$ cat config.mk
export PLATFORM = sky130hd
export DESIGN_NAME = debounce_notify_gate
export DESIGN_NICKNAME = d
export VERILOG_FILES = /design/src/rtl/dng_pkg.sv /design/src/rtl/dng_countdown.sv /design/src/rtl/dng_accum.sv /design/src/rtl/dng_present.sv /design/src/rtl/debounce_notify_gate.sv
export SDC_FILE = /design/constraint.sdc
export NUM_CORES = 1
export LEC_CHECK = 0
export BUFFER_PORTS_ARGS = -buffer_cell sky130_fd_sc_hd__buf_2
export CORE_UTILIZATION = 40
export DETAILED_ROUTE_END_ITERATION = 7
export HOLD_SLACK_MARGIN = 0.02
export PLACE_DENSITY = 0.64
export SYNTH_ARGS = -nofsm -noshare
export SYNTH_HDL_FRONTEND = slang
export SYNTH_SLANG_ARGS = --single-unit
$ cat constraint.sdc
create_clock -name clk -period 2.31 [get_ports clk]
set_input_delay 0.231 -clock clk [delete_from_list [all_inputs] [get_ports clk]]
set_output_delay 0.231 -clock clk [all_outputs]
set_load 0.01 [all_outputs]
$ cat src/rtl/dng_pkg.sv
package dng_pkg;

  // What the hold countdown does on a given cycle.
  typedef enum logic [1:0] {
    CA_HOLD = 2'd0,
    CA_LOAD = 2'd1,
    CA_DEC  = 2'd2
  } cnt_act_e;

  // Movement always restarts the window; an empty scan steps it down
  // only while it is still running; everything else keeps the value.
  function automatic cnt_act_e dng_count_action(input logic scan,
                                                input logic moved,
                                                input logic at_zero);
    cnt_act_e act;
    act = CA_HOLD;
    if (scan && moved)         act = CA_LOAD;
    else if (scan && !at_zero) act = CA_DEC;
    return act;
  endfunction

endpackage

$ cat src/rtl/dng_countdown.sv
module dng_countdown
  import dng_pkg::*;
#(
  parameter int CNT_W = 8
) (
  input  logic             clk,
  input  logic             rst_n,
  input  logic             scan,
  input  logic             moved,
  input  logic [CNT_W-1:0] preload,
  output logic [CNT_W-1:0] count,
  output logic             gate_open
);

  logic [CNT_W-1:0] count_q;
  cnt_act_e         act;

  assign act       = dng_count_action(scan, moved, count_q == '0);
  assign count     = count_q;
  assign gate_open = (count_q == '0);

  always_ff @(posedge clk) begin
    if (!rst_n) begin
      count_q <= '0;
    end else begin
      case (act)
        CA_LOAD: count_q <= preload;
        CA_DEC:  count_q <= count_q - 1'b1;
        default: count_q <= count_q;
      endcase
    end
  end

  AST_RELOAD_ON_MOVE: assert property (@(posedge clk) disable iff (!rst_n)
    scan && moved |=> count == $past(preload));

  AST_STEP_ON_EMPTY_SCAN: assert property (@(posedge clk) disable iff (!rst_n)
    scan && !moved && count != '0 |=> count == $past(count) - 1'b1);

  AST_IDLE_KEEPS_COUNT: assert property (@(posedge clk) disable iff (!rst_n)
    !scan |=> $stable(count));

  AST_ZERO_STAYS_ZERO: assert property (@(posedge clk) disable iff (!rst_n)
    count == '0 && !(scan && moved) |=> count == '0);

endmodule

$ cat src/rtl/dng_accum.sv
module dng_accum #(
  parameter int WIDTH = 16
) (
  input  logic             clk,
  input  logic             rst_n,
  input  logic [WIDTH-1:0] incoming,
  input  logic             take,
  output logic [WIDTH-1:0] pending,
  output logic [WIDTH-1:0] merged
);

  logic [WIDTH-1:0] pend_q;

  function automatic logic [WIDTH-1:0] dng_union(input logic [WIDTH-1:0] a,
                                                 input logic [WIDTH-1:0] b);
    return a | b;
  endfunction

  assign merged  = dng_union(pend_q, incoming);
  assign pending = pend_q;

  always_ff @(posedge clk) begin
    if (!rst_n)    pend_q <= '0;
    else if (take) pend_q <= '0;
    else           pend_q <= merged;
  end

  AST_FLAGS_KEPT: assert property (@(posedge clk) disable iff (!rst_n)
    !take |=> (pending & $past(pending)) == $past(pending));

  AST_NEW_FLAG_RECORDED: assert property (@(posedge clk) disable iff (!rst_n)
    !take |=> (pending & $past(incoming)) == $past(incoming));

endmodule

$ cat src/rtl/dng_present.sv
module dng_present #(
  parameter int WIDTH = 16
) (
  input  logic             clk,
  input  logic             rst_n,
  input  logic             gate_open,
  input  logic [WIDTH-1:0] merged,
  input  logic             ack,
  output logic             take,
  output logic             valid,
  output logic [WIDTH-1:0] mask
);

  logic             valid_q;
  logic [WIDTH-1:0] mask_q;

  assign take  = gate_open && !valid_q && (merged != '0);
  assign valid = valid_q;
  assign mask  = mask_q;

  always_ff @(posedge clk) begin
    if (!rst_n) begin
      valid_q <= 1'b0;
      mask_q  <= '0;
    end else if (take) begin
      valid_q <= 1'b1;
      mask_q  <= merged;
    end else if (valid_q && ack) begin
      valid_q <= 1'b0;
      mask_q  <= '0;
    end
  end

  AST_HOLD_UNTIL_ACK: assert property (@(posedge clk) disable iff (!rst_n)
    valid && !ack |=> valid && $stable(mask));

  AST_ACK_RELEASES: assert property (@(posedge clk) disable iff (!rst_n)
    valid && ack |=> !valid && mask == '0);

  AST_NO_RISE_WHEN_HELD: assert property (@(posedge clk) disable iff (!rst_n)
    $rose(valid) |-> $past(gate_open));

  AST_MASK_NONEMPTY: assert property (@(posedge clk) disable iff (!rst_n)
    valid |-> mask != '0);

endmodule

$ cat src/rtl/debounce_notify_gate.sv
module debounce_notify_gate #(
  parameter int WIDTH = 16,
  parameter int CNT_W = 8
) (
  input  logic             clk,
  input  logic             rst_n,
  input  logic             scan_done,
  input  logic [WIDTH-1:0] change_vec,
  input  logic [CNT_W-1:0] preload,
  input  logic             notify_ack,
  output logic             notify_valid,
  output logic [WIDTH-1:0] notify_mask
);

  // Named internal events, visible to the assertions.
  logic [WIDTH-1:0] incoming;
  logic             moved;
  logic             gate_open;
  logic             take;
  logic [CNT_W-1:0] hold_count;
  logic [WIDTH-1:0] pending;
  logic [WIDTH-1:0] merged;

  // Changes count only on a scan strobe.
  for (genvar gi = 0; gi < WIDTH; gi++) begin : g_qual
    assign incoming[gi] = change_vec[gi] & scan_done;
  end

  assign moved = (incoming != '0);

  dng_countdown #(.CNT_W(CNT_W)) u_count (
    .clk       (clk),
    .rst_n     (rst_n),
    .scan      (scan_done),
    .moved     (moved),
    .preload   (preload),
    .count     (hold_count),
    .gate_open (gate_open)
  );

  dng_accum #(.WIDTH(WIDTH)) u_accum (
    .clk      (clk),
    .rst_n    (rst_n),
    .incoming (incoming),
    .take     (take),
    .pending  (pending),
    .merged   (merged)
  );

  dng_present #(.WIDTH(WIDTH)) u_present (
    .clk       (clk),
    .rst_n     (rst_n),
    .gate_open (gate_open),
    .merged    (merged),
    .ack       (notify_ack),
    .take      (take),
    .valid     (notify_valid),
    .mask      (notify_mask)
  );

  AST_IDLE_INPUT_IGNORED: assert property (@(posedge clk) disable iff (!rst_n)
    !scan_done && !take |=> $stable(pending));

  AST_PRELOAD_ZERO_OPEN: assert property (@(posedge clk) disable iff (!rst_n)
    preload == '0 && $past(preload) == '0 |-> hold_count == '0);

  AST_FIRST_MOVE_LOADS: assert property (@(posedge clk) disable iff (!rst_n)
    take && moved |=> hold_count == $past(preload));

endmodule

Word-level counts from Yosys, hierarchy flattened:

Index checks and enable logic that the tools add are counted.

* register bits after elaboration: 41
* output and inout bits: 17
* input bits: 28
* word-level logic and storage cells: 45

* $add $sub $neg: 1
* bitwise logic cells: 18
* mux-type cells: 7
* eq/ne operators: 2
* reductions and logical operators: 13

Operator list (number)
* 16-bit 2-to-1 mux: 2
* 16-bit nonzero test: 2
* 1-bit AND: 16
* 16-bit bitwise OR: 1
* 8-bit one-hot mux with 2 select lines: 1
* 8-bit zero test: 1
* 8-bit by 1-bit subtractor with 8-bit output (second input constant): 1
* 1-bit logical AND: 5
* 2-bit 2-to-1 mux: 2
* 2-bit nonzero test: 2
* 2-bit by 1-bit equality test with 1-bit output (second input constant): 1
* 2-bit equality test (second input constant): 1
* 1-bit zero test: 2
* 1-bit 2-to-1 mux: 2
* 2-bit OR reduction: 1
* 1-bit NOT: 1

Longest topological paths before layout:

Gate-level depths: netlist of the first run.

* depth in word-level cells: 7
* gate-level depth with buffers: 7

By module:

Synthesis of the first run repeated with hierarchy kept, for this count alone.

* cells, all modules: 218
* area total of the unflattened synthesis: 2031.9 um^2

By module, submodules not included
* dng_present: instances 1, seq. area each 340.3 um^2, cells each 79, area an instance 755.7 um^2
* dng_accum: instances 1, seq. area each 320.3 um^2, cells each 50, area an instance 560.5 um^2
* dng_countdown: instances 1, seq. area each 160.2 um^2, cells each 66, area an instance 551.8 um^2
* debounce_notify_gate: instances 1, seq. area each 0.0 um^2, cells each 23, area an instance 163.9 um^2

Worst setup path before layout of the first run:

OpenSTA, ideal clock, no wires.

* path type: register to register
* from: reg u_count.count_q[0], in the netlist u_count.count[0]
* to: reg u_present.mask_q[11], in the netlist u_present.mask[11]
* clock period less this slack: 1.856 ns
* stages on the path, launching flop included: 8
* library setup time: 0.122 ns
* data required time: 2.188 ns
* arrival: 1.734 ns
* slack: 0.454 ns
* cells stage by stage: dfxtp_1 > inv_1 > ha_1 > or3b_2 > nor3_4 > a21boi_4 > buf_4 > o21ai_0

* longest elaborated chain between the ends: 4
* elaborated cells on any way between the ends: 5
* those cells by class: 1 x mux; 4 x reduce/logical

Ends and longest elaborated chain
* from (decl): RTL line dng_countdown.sv:15 `logic [CNT_W-1:0] count_q;`
* from (signal assigned): RTL line dng_countdown.sv:27 `CA_LOAD: count_q <= preload;`
* from (signal assigned): RTL line dng_countdown.sv:28 `CA_DEC: count_q <= count_q - 1'b1;`
* from (signal assigned): RTL line dng_countdown.sv:29 `default: count_q <= count_q;`
* 8-bit zero test *: RTL line dng_countdown.sv:20 `assign gate_open = (count_q == '0);`
* 1-bit logical AND * (2 in series): RTL line dng_present.sv:17 `assign take = gate_open && !valid_q && (merged != '0);`
* 16-bit 2-to-1 mux or 2-bit nonzero test (tied branches)
* to (signal assigned): RTL line dng_present.sv:27 `mask_q <= merged;`
* to (decl): RTL line dng_present.sv:15 `logic [WIDTH-1:0] mask_q;`

Every way passes the cells marked *; elsewhere a longest branch is shown, timed or not.
A chain may end at the register's enable or synchronous reset.

Worst setup path in the final report of the first run:

* from: reg u_count.count_q[0], in the netlist u_count.count[0]
* to: reg u_count.count_q[1], in the netlist u_count.count[1]

* longest elaborated chain between the ends: 7
* elaborated cells on any way between the ends: 10
* those cells by class: 1 x add/sub; 2 x eq/ne; 3 x mux; 4 x reduce/logical

Ends and longest elaborated chain
* 8-bit zero test: RTL line dng_countdown.sv:18 `assign act = dng_count_action(scan, moved, count_q == '0);`
* 1-bit zero test: RTL line dng_pkg.sv:18 `else if (scan && !at_zero) act = CA_DEC;`
* 1-bit logical AND: RTL line dng_pkg.sv:18
* 2-bit 2-to-1 mux: RTL line dng_pkg.sv:18
* 2-bit 2-to-1 mux: RTL line dng_pkg.sv:17 `if (scan && moved) act = CA_LOAD;`
* 2-bit equality test or 2-bit by 1-bit equality test with 1-bit output (tied branches): RTL line dng_countdown.sv:26 `case (act)`
* 8-bit one-hot mux with 2 select lines or 2-bit nonzero test (tied branches)

Several ways; a longest one is shown, not always the timed one.

==> results.txt, run 1 <==
Yosys reg bits: 41
Final antenna-violating net count: 0
Grt total ovfl: 0
Worst-skew pair later-pin latency: 290 ps
Dominant cell type by area after synthesis: dfxtp_1
Setup TNS: 0 ps
Share of the synthesized area in the top cell type: 47.0%
Yosys Warn Count: 0
Hold_buf cts: 0
Post_cts resized: 0
Worst flop-to-flop path startpoint: u_count.count[0]$_SDFFE_PN0P_
Endpoints failing hold: 0
Final setup fails: 0
Via count: 1600
First DRT Iteration DRCs: 53
Die Footprint: 0.00463 mm²
Startpoint types: flop
Fin. max-slew vios: 0
FMAX: 0.528 GHz
DR vias/cell: 5.23
Rows: 23
Power per standard cell area: 718 mW/mm²
Ratio of cells with drive above 1 in the final layout: 24.2%
Top_reg_cell synth: dfxtp_1
CTS H-tree lvls: 2
Die width: 68.1 µm
Final Cycle Share: 82.0%
Io pins: 45
Initial antenna violation count: 0
I/O Buffers: 44
Largest cells by area after synthesis: dfxtp_1 47%, nand2_1 8.4%, a21o_1 6.9%
Design area: 0.00211 mm²
Minimum clock period: 1890 ps
Post-DP HPWL: 2990 µm
N_diodes: 0
Most instantiated cells after synthesis: 41 x dfxtp_1, 39 x nand2_1, 20 x nor2_1, 20 x o21ai_0, 17 x nand3_1
Total GRT Usage: 20.0%
WL/cell: 13.6 µm
Die H: 68.1 µm
Most common cell in the netlist: dfxtp_1
Hold WC Path Type: in2reg
P&R area growth vs syn: 21.1%
Crit-path max FO: 3
Clock sink total: 41
Netlist Area Pre-Place: 0.00175 mm²
Clk root buf: clkbuf_8
Worst setup path class: reg2reg
Mean Syn Cell Area: 8.31 µm²
DRT Wirelength: 4170 µm
Run status: finished clean
Reg2Reg Depth: 7
CP Launch Point: u_count.count[0]$_SDFFE_PN0P_
Syn Inst Count: 210
Post-synth EDFFs: 0
Worst Path Required: 2540 ps
Maximum VDD drop: 0.000334 V
R2R Setup Slk: 420 ps
Worst Tran Pin Value: 371 ps
First-pass GRT wire length: 6670 µm
Nets: 284
Seq/Total Area, Yosys: 47.0%
Final Skew: 8.37 ps
Post-DP Area: 0.00203 mm²
Critical path endpoint category: flop
Initial Util: 42.7%
Largest net degree at the start of global routing: 40
Total CTS buffers: 5
CTS tree: built
Pleak: 0.999 nW
Residual DRC: 0
Post-CTS setup buffer count: 0
Critical Path AT: 2130 ps
Max-cap violations: 0
Core region area: 0.00409 mm²
Synth Net Count: 239
DRT Pass-1 Iters: 4
Clock buffer depth: 2
Setup repair after global routing missed its margin: false
Reg-to-reg endpoint: u_count.count[1]$_SDFFE_PN0P_
Routability cong.: 0.807
Vias in the first global route: 1401
CP endpoint: u_count.count[1]$_SDFFE_PN0P_
CTS clock-pin slew for the worst setup and hold paths: 80 ps
Worst slew margin relative to its limit: 75.1%
Cell variety after synth: 34
Asr flop ratio synth: 0%
-- routing by layer --
layer	vias up	GRT usage (%)	share of wire, %
met5	-	0	0
met4	0	7.81	1.2
met3	4	5.50	4.3
met2	38	32.7	49
met1	737	24.8	45
li1	821	-	-
-- cells in the final DEF (no fill, tap or decap), types with 2 or more instances in the layout --
master,netlist,routed
xor2_1,2,2
buf_2,2,44
clkbuf_8,0,5
a21o_1,16,16
clkinv_2,0,2
xnor2_1,3,3
buf_4,3,5
a21oi_1,5,5
dfxtp_1,41,41
nor4_1,8,8
o21ai_1,2,2
nand3_1,17,17
a211oi_1,2,2
nor2b_1,2,2
nand2_1,39,39
inv_1,3,3
mux2i_1,2,2
nor2_1,20,20
nor3_1,2,2
o21ai_0,20,20
-- cell families after synthesis --
family,share of synthesized area [%]
adder cells (fa/ha/maj),0.717
multiplexers,1.15
buffers and inverters,4.01
AO/OA/AOI/OAI,19.4
XOR/XNOR,2.51
AND/OR/NAND/NOR,25.2
flip-flops,47.0
-- state kept, by name (all words and copies together) (netlist names) --
| name | cells |
|---|---|
| u_accum.pending | 16 |
| u_present.mask | 16 |
| u_count.count | 8 |
| u_present.valid | 1 |
-- report_power, final --
group          total, mW  internal [mW]  switching (mW)
registers          0.796          0.759          0.0364
clock network      0.454          0.208           0.246
logic              0.268          0.120           0.148
total               1.52           1.09           0.429
-- through the flow --
step / power [mW] / cells / utilization (%) / worst slack, ps / hold WS [ps]
finish: 1.52 / 306 / 51.7 / 416 / 184
global route: 1.61 / 306 / 51.7 / 282 / 184
CTS: 1.54 / 306 / 51.7 / 412 / 176
detailed placement: 1.08 / 298 / 49.6 / 432 / 442
global placement: 1.08 / 298 / 49.6 / 493 / 440
floorplan: 0.986 / 210 / - / 454 / 387
-- critical path, stage by stage, from the launching register on --
cell and delay [ps]:
dfxtp_1 310, inv_1 80, ha_1 190, or3b_2 490, o21ai_0 340, mux2i_1 230
mux2i_1 90, nor2b_1 100
-- how the worst min path moves through the flow --
stage	start	to	slack (ps)	depth (start not counted)
after floorplan	rst_n	u_count.count[3]$_SDFFE_PN0P_	390	2
after global placement	u_present.mask[14]$_SDFFE_PN0P_	u_present.mask[14]$_SDFFE_PN0P_	440	2
after detailed placement	u_present.mask[14]$_SDFFE_PN0P_	u_present.mask[14]$_SDFFE_PN0P_	440	2
after CTS	preload[2]	u_count.count[2]$_SDFFE_PN0P_	180	2
after global routing	preload[2]	u_count.count[2]$_SDFFE_PN0P_	180	2
final	preload[2]	u_count.count[2]$_SDFFE_PN0P_	180	2
-- cell type report --
| class | count | area (µm²) |
|---|---|---|
| Timing Repair Buffer | 50 | 278 |
| Clock inverter | 3 | 17.5 |
| Fill cell | 434 | 1970 |
| Inverter | 3 | 11.3 |
| Multi-Input combinational cell | 154 | 855 |
| Clock buffer | 5 | 68.8 |
| Sequential cell | 41 | 821 |
| Tap cell | 50 | 62.6 |
Note: power is estimated with default switching activity, not from simulation.
==> run 2, diff against run 1 <==
clock period = 1.8 ns   (was 2.31 ns; I/O delays follow)
==> run 2 against run 1 <==
  * The run now ends with setup timing left
  * Sequential cell count unchanged
  * Via count is 3.0% higher
  * Global-route usage grew 0.38 points
  * Cell area up 11%
  * Critical path type unchanged
  * Largest cell class unchanged
==> results.txt, run 2 (synthesis gave the netlist of run 1 again) <==
Maximum VDD drop: 0.000428 V
Fin. max-slew vios: 0
Number of fill cells: 406
Worst-skew pair later-pin latency: 300 ps
Reg-to-reg endpoint: u_present.mask[14]$_SDFFE_PN0P_
Critical Path AT: 2020 ps
Worst slew margin relative to its limit: 74.4%
Worst Tran Pin Value: 381 ps
Total CTS buffers: 5
Endpoints failing hold: 0
Power per standard cell area: 956 mW/mm²
N_diodes: 0
Worst flop-to-flop path startpoint: u_count.count[1]$_SDFFE_PN0P_
Area of the multi-input gates: 932 µm²
Die width: 68.1 µm
Post-placement cell count: 304
Worst Path Required: 2000 ps
Core region area: 0.00409 mm²
Io pins: 45
Rows: 23
CTS tree: built
Worst setup path class: reg2reg
First DRT Iteration DRCs: 102
Worst setup margin: -20.6 ps
Place WS: 12.6 ps
Startpoint types: flop
Failing checks: setup timing
Hold WC Path Type: in2reg
Commonest non-fill, non-tap cell in the layout: buf_2
WL/cell: 14.4 µm
Initial Util: 42.7%
DRT Pass-1 Iters: 4
DRT Wirelength: 4550 µm
DR vias/cell: 5.22
Register Area: 823 µm²
Final Cycle Share: 101%
CP Launch Point: u_count.count[1]$_SDFFE_PN0P_
Clock buffer depth: 2
CTS H-tree lvls: 2
Die Footprint: 0.00463 mm²
P&R area growth vs syn: 33.9%
Grt total ovfl: 0
Commonest non-fill, non-tap cells in the layout: 44 x buf_2, 39 x nand2_1, 39 x dfxtp_1, 20 x nor2_1, 17 x nand3_1
Ratio of cells with drive above 1 in the final layout: 35.0%
Nets: 294
Clk root buf: clkbuf_8
Layout Cells excl Fill: 316
I/O Buffers: 44
Post-DP Area: 0.00208 mm²
Run status: finished with violations
First-pass GRT wire length: 6900 µm
Pleak: 1.11 nW
Vias in the first global route: 1511
Critical path endpoint category: flop
Final Skew: 8.86 ps
Largest net degree at the start of global routing: 40
Final antenna-violating net count: 0
Design area: 0.00234 mm²
FMAX: 0.549 GHz
Setup repair after global routing missed its margin: true
CP endpoint: u_present.mask[14]$_SDFFE_PN0P_
Clock sink total: 41
Crit-path max FO: 14
Residual DRC: 0
Total GRT Usage: 20.4%
Max-cap violations: 0
Minimum clock period: 1820 ps
Reg2Reg Depth: 7
Routability cong.: 0.774
CTS clock-pin slew for the worst setup and hold paths: 80 ps
Initial antenna violation count: 0
R2R Setup Slk: -20 ps
Via count: 1648
Die H: 68.1 µm
Final setup fails: 3
Setup TNS: -52.8 ps
Post-DP HPWL: 3010 µm
==> run 2: final cells by class <==
type	count	share of cell area [%]
Multi-Input combinational cell	154	39.9
Tap cell	50	2.68
Clock inverter	2	1.61
Clock buffer	6	3.53
Sequential cell	41	35.2
Timing Repair Buffer	60	16.6
Inverter	3	0.482
==> run 2: layer usage <==
layer	vias up	global-route usage, %	wire length [µm]
li1	839	-	-
met1	764	26.7	2190
met2	37	32.0	2090
met3	8	4.17	185
met4	0	9.38	82
met5	-	0	0
==> run 2: where the power goes <==
| group | internal (mW) | leakage (nW) | switching, mW |
|---|---|---|---|
| Combinational | 0.205 | 0.715 | 0.224 |
| Clock | 0.451 | 0.0574 | 0.334 |
| Sequential | 0.975 | 0.337 | 0.0439 |
==> run 2: worst min-delay path by stage <==
stage	slack, ps	from	cells after the start	end
final	120	preload[2]	2	u_count.count[2]$_SDFFE_PN0P_
after global routing	130	preload[2]	2	u_count.count[2]$_SDFFE_PN0P_
after CTS	130	preload[2]	2	u_count.count[2]$_SDFFE_PN0P_
after detailed placement	440	preload[2]	2	u_count.count[2]$_SDFFE_PN0P_
after global placement	440	preload[2]	2	u_count.count[2]$_SDFFE_PN0P_
after floorplan	340	rst_n	2	u_count.count[3]$_SDFFE_PN0P_
==> run 2: worst max-delay path, stage by stage (launching register included) <==
cell and delay, ps:
dfxtp_2 330, inv_2 70, ha_4 130, or3b_4 380
nor3_4 180, a21boi_4 330, clkbuf_16 230, o21ai_1 70
==> run 2: what timing repair did <==
action	CTS	global route
hold buffers	0	0
setup buffers	0	2
resized for setup	0	34
pin swaps	1	12
endpoints found under the setup margin	1	30
cloned	0	2
==> run 2: through the flow <==
stage	total power [mW]	util, %	hold WS [ps]
3_3_place_gp	1.41	50.8	436
6_report	2.23	57.2	123
3_5_place_dp	1.41	50.8	437
5_1_grt	2.33	57.2	132
4_1_cts	2.18	53.8	129
2_1_floorplan	1.27	-	336
==> run 3, diff against run 2 <==
CTS_CLUSTER_SIZE = 8   (was default)
GPL_TIMING_DRIVEN = 0   (was default)
clock period = 2 ns   (was 1.8 ns; I/O delays follow)
==> run 3 against run 2 <==
  * The flow now finishes without violations
  * Global-route usage increased by 0.32 points
  * First-iteration DRC count decreased by 22%
  * Routed wire length decreased by 5.5%
  * Critical path type unchanged
  * Cell count decreased by 0.95%
  * Non-clock buffer count decreased by 3
  * Die area unchanged
==> results.txt, run 3 (synthesis gave the netlist of run 1 again) <==
Power per standard cell area: 837 mW/mm²
Clock sink total: 41
N_diodes: 0
Critical Path AT: 2040 ps
Crit path depth: 7
Number of fill cells: 402
Rows: 23
Commonest non-fill, non-tap cells in the layout: 45 x buf_2, 41 x dfxtp_1, 39 x nand2_1, 20 x nor2_1, 19 x o21ai_0
Total GRT Usage: 20.7%
Delay-heaviest family, CP: simple AND/OR/NAND/NOR gates
CTS clock-pin slew for the worst setup and hold paths: 90 ps
Clock buffer depth: 2
Fin. max-slew vios: 0
R2R Setup Slk: 150 ps
DR vias/cell: 5.27
Worst-skew pair later-pin latency: 300 ps
Fin Hold WS: 152 ps
Hold WC Path Type: in2reg
Vias in the first global route: 1514
Worst Tran Pin Value: 563 ps
Clk root buf: clkbuf_8
First DRT Iteration DRCs: 80
CP endpoint: u_present.mask[11]$_SDFFE_PN0P_
Die width: 68.1 µm
Pleak: 1.01 nW
Startpoint types: flop
Final antenna-violating net count: 0
Setup repair after global routing missed its margin: false
Run status: finished clean
Reg2Reg Depth: 7
Io pins: 45
Via count: 1648
Slowest cell on crit path: or3b_4
Critical path endpoint category: flop
Grt total ovfl: 0
WL/cell: 13.7 µm
CP bufs+invs: 2
I/O Buffers: 44
Endpoints failing hold: 0
DRT Pass-1 Iters: 4
P&R area growth vs syn: 22.9%
Total CTS buffers: 5
CTS H-tree lvls: 2
Routability cong.: 0.852
Nets: 291
Worst flop-to-flop path startpoint: u_count.count[0]$_SDFFE_PN0P_
Residual DRC: 0
Final setup fails: 0
CTS tree: built
Core region area: 0.00409 mm²
First-pass GRT wire length: 6980 µm
Ratio of cells with drive above 1 in the final layout: 24.0%
Final core utilization: 52.5%
FMAX: 0.542 GHz
Initial Util: 42.7%
Post-DP HPWL: 3250 µm
Max-cap violations: 0
Hold Path Depth: 3
DRT Wirelength: 4300 µm
Hold_buf cts: 0
Crit path cell chain: inv_1 -> ha_2 -> or3b_4 -> nor3_4 -> a21boi_4 -> buf_6 -> o21ai_0
Crit-path max FO: 10
Maximum VDD drop: 0.000470 V
Worst setup path class: reg2reg
Commonest non-fill, non-tap cell in the layout: buf_2
Worst slew margin relative to its limit: 62.5%
Minimum clock period: 1850 ps
Reg-to-reg endpoint: u_present.mask[11]$_SDFFE_PN0P_
Die H: 68.1 µm
Initial antenna violation count: 0
Largest net degree at the start of global routing: 15
Slowest stage delay, CP: 400 ps
Die Footprint: 0.00463 mm²
CP Launch Point: u_count.count[0]$_SDFFE_PN0P_
Final Cycle Share: 92.3%
Final Skew: 7.47 ps
Worst Path Required: 2190 ps
run 3: cell types whose count changed in the layout (fill, tap and decap cells not counted), sizes merged:
cell,delta
buf,-7
bufinv,-1
clkbuf,+3
clkinv,+1
inv,+1
run 3: area by class of cell:
cell class,count,area [µm²],area share (%)
inverter,3,11.3,0.525
buffer,11,65.1,3.03
tap,50,62.6,2.92
clock buffer,5,68.8,3.21
clock inverter,3,21.3,0.992
sequential,41,821,38.3
multi-input combinational,154,860,40.1
timing repair buffer,46,235,11.0
run 3: worst min-delay path by stage:
stage,startpoint,end
after CTS,preload[2],u_count.count[2]$_SDFFE_PN0P_
final,preload[1],u_count.count[1]$_SDFFE_PN0P_
after global routing,preload[2],u_count.count[2]$_SDFFE_PN0P_
after global placement,u_present.mask[14]$_SDFFE_PN0P_,u_present.mask[14]$_SDFFE_PN0P_
after floorplan,rst_n,u_count.count[3]$_SDFFE_PN0P_
after detailed placement,u_present.mask[14]$_SDFFE_PN0P_,u_present.mask[14]$_SDFFE_PN0P_
run 3: timing repair:
action | 4_1_cts | 5_1_grt
pin swaps | 1 | 0
resized for setup | 0 | 6
setup buffers | 2 | 0
setup endpoints to repair | 30 | 26
run 3: per-layer routing:
metal  GRT usage [%]  vias to the layer above  wire [µm]
met1            26.5                      766       2130
met4            7.29                        0         49
li1                -                      832          -
met3            4.33                        5        210
met5               0                        -          0
met2            34.2                       45       1910
run 3: through the flow:
stage | total power [mW] | instance area, µm² | setup TNS [ps] | instances | setup slack [ps]
after floorplan | 1.14 | 1750 | 0 | 210 | 144
after global placement | 1.24 | 2030 | -1860 | 304 | -113
after detailed placement | 1.25 | 2030 | -2460 | 304 | -114
after CTS | 1.80 | 2130 | 0 | 314 | 7.25
after global routing | 1.89 | 2140 | 0 | 313 | 51.3
final | 1.80 | 2140 | 0 | 313 | 155
run 3: power by group:
part | switching [mW] | internal (mW) | leakage [nW]
Combinational | 0.179 | 0.146 | 0.627
Sequential | 0.0400 | 0.877 | 0.337
Clock | 0.306 | 0.248 | 0.0445
Total | 0.525 | 1.27 | 1.01
run 3: worst min-delay path, cell delays in order:
cell,delay (ps)
buf_2,70
mux2i_1,50
nor2b_1,90
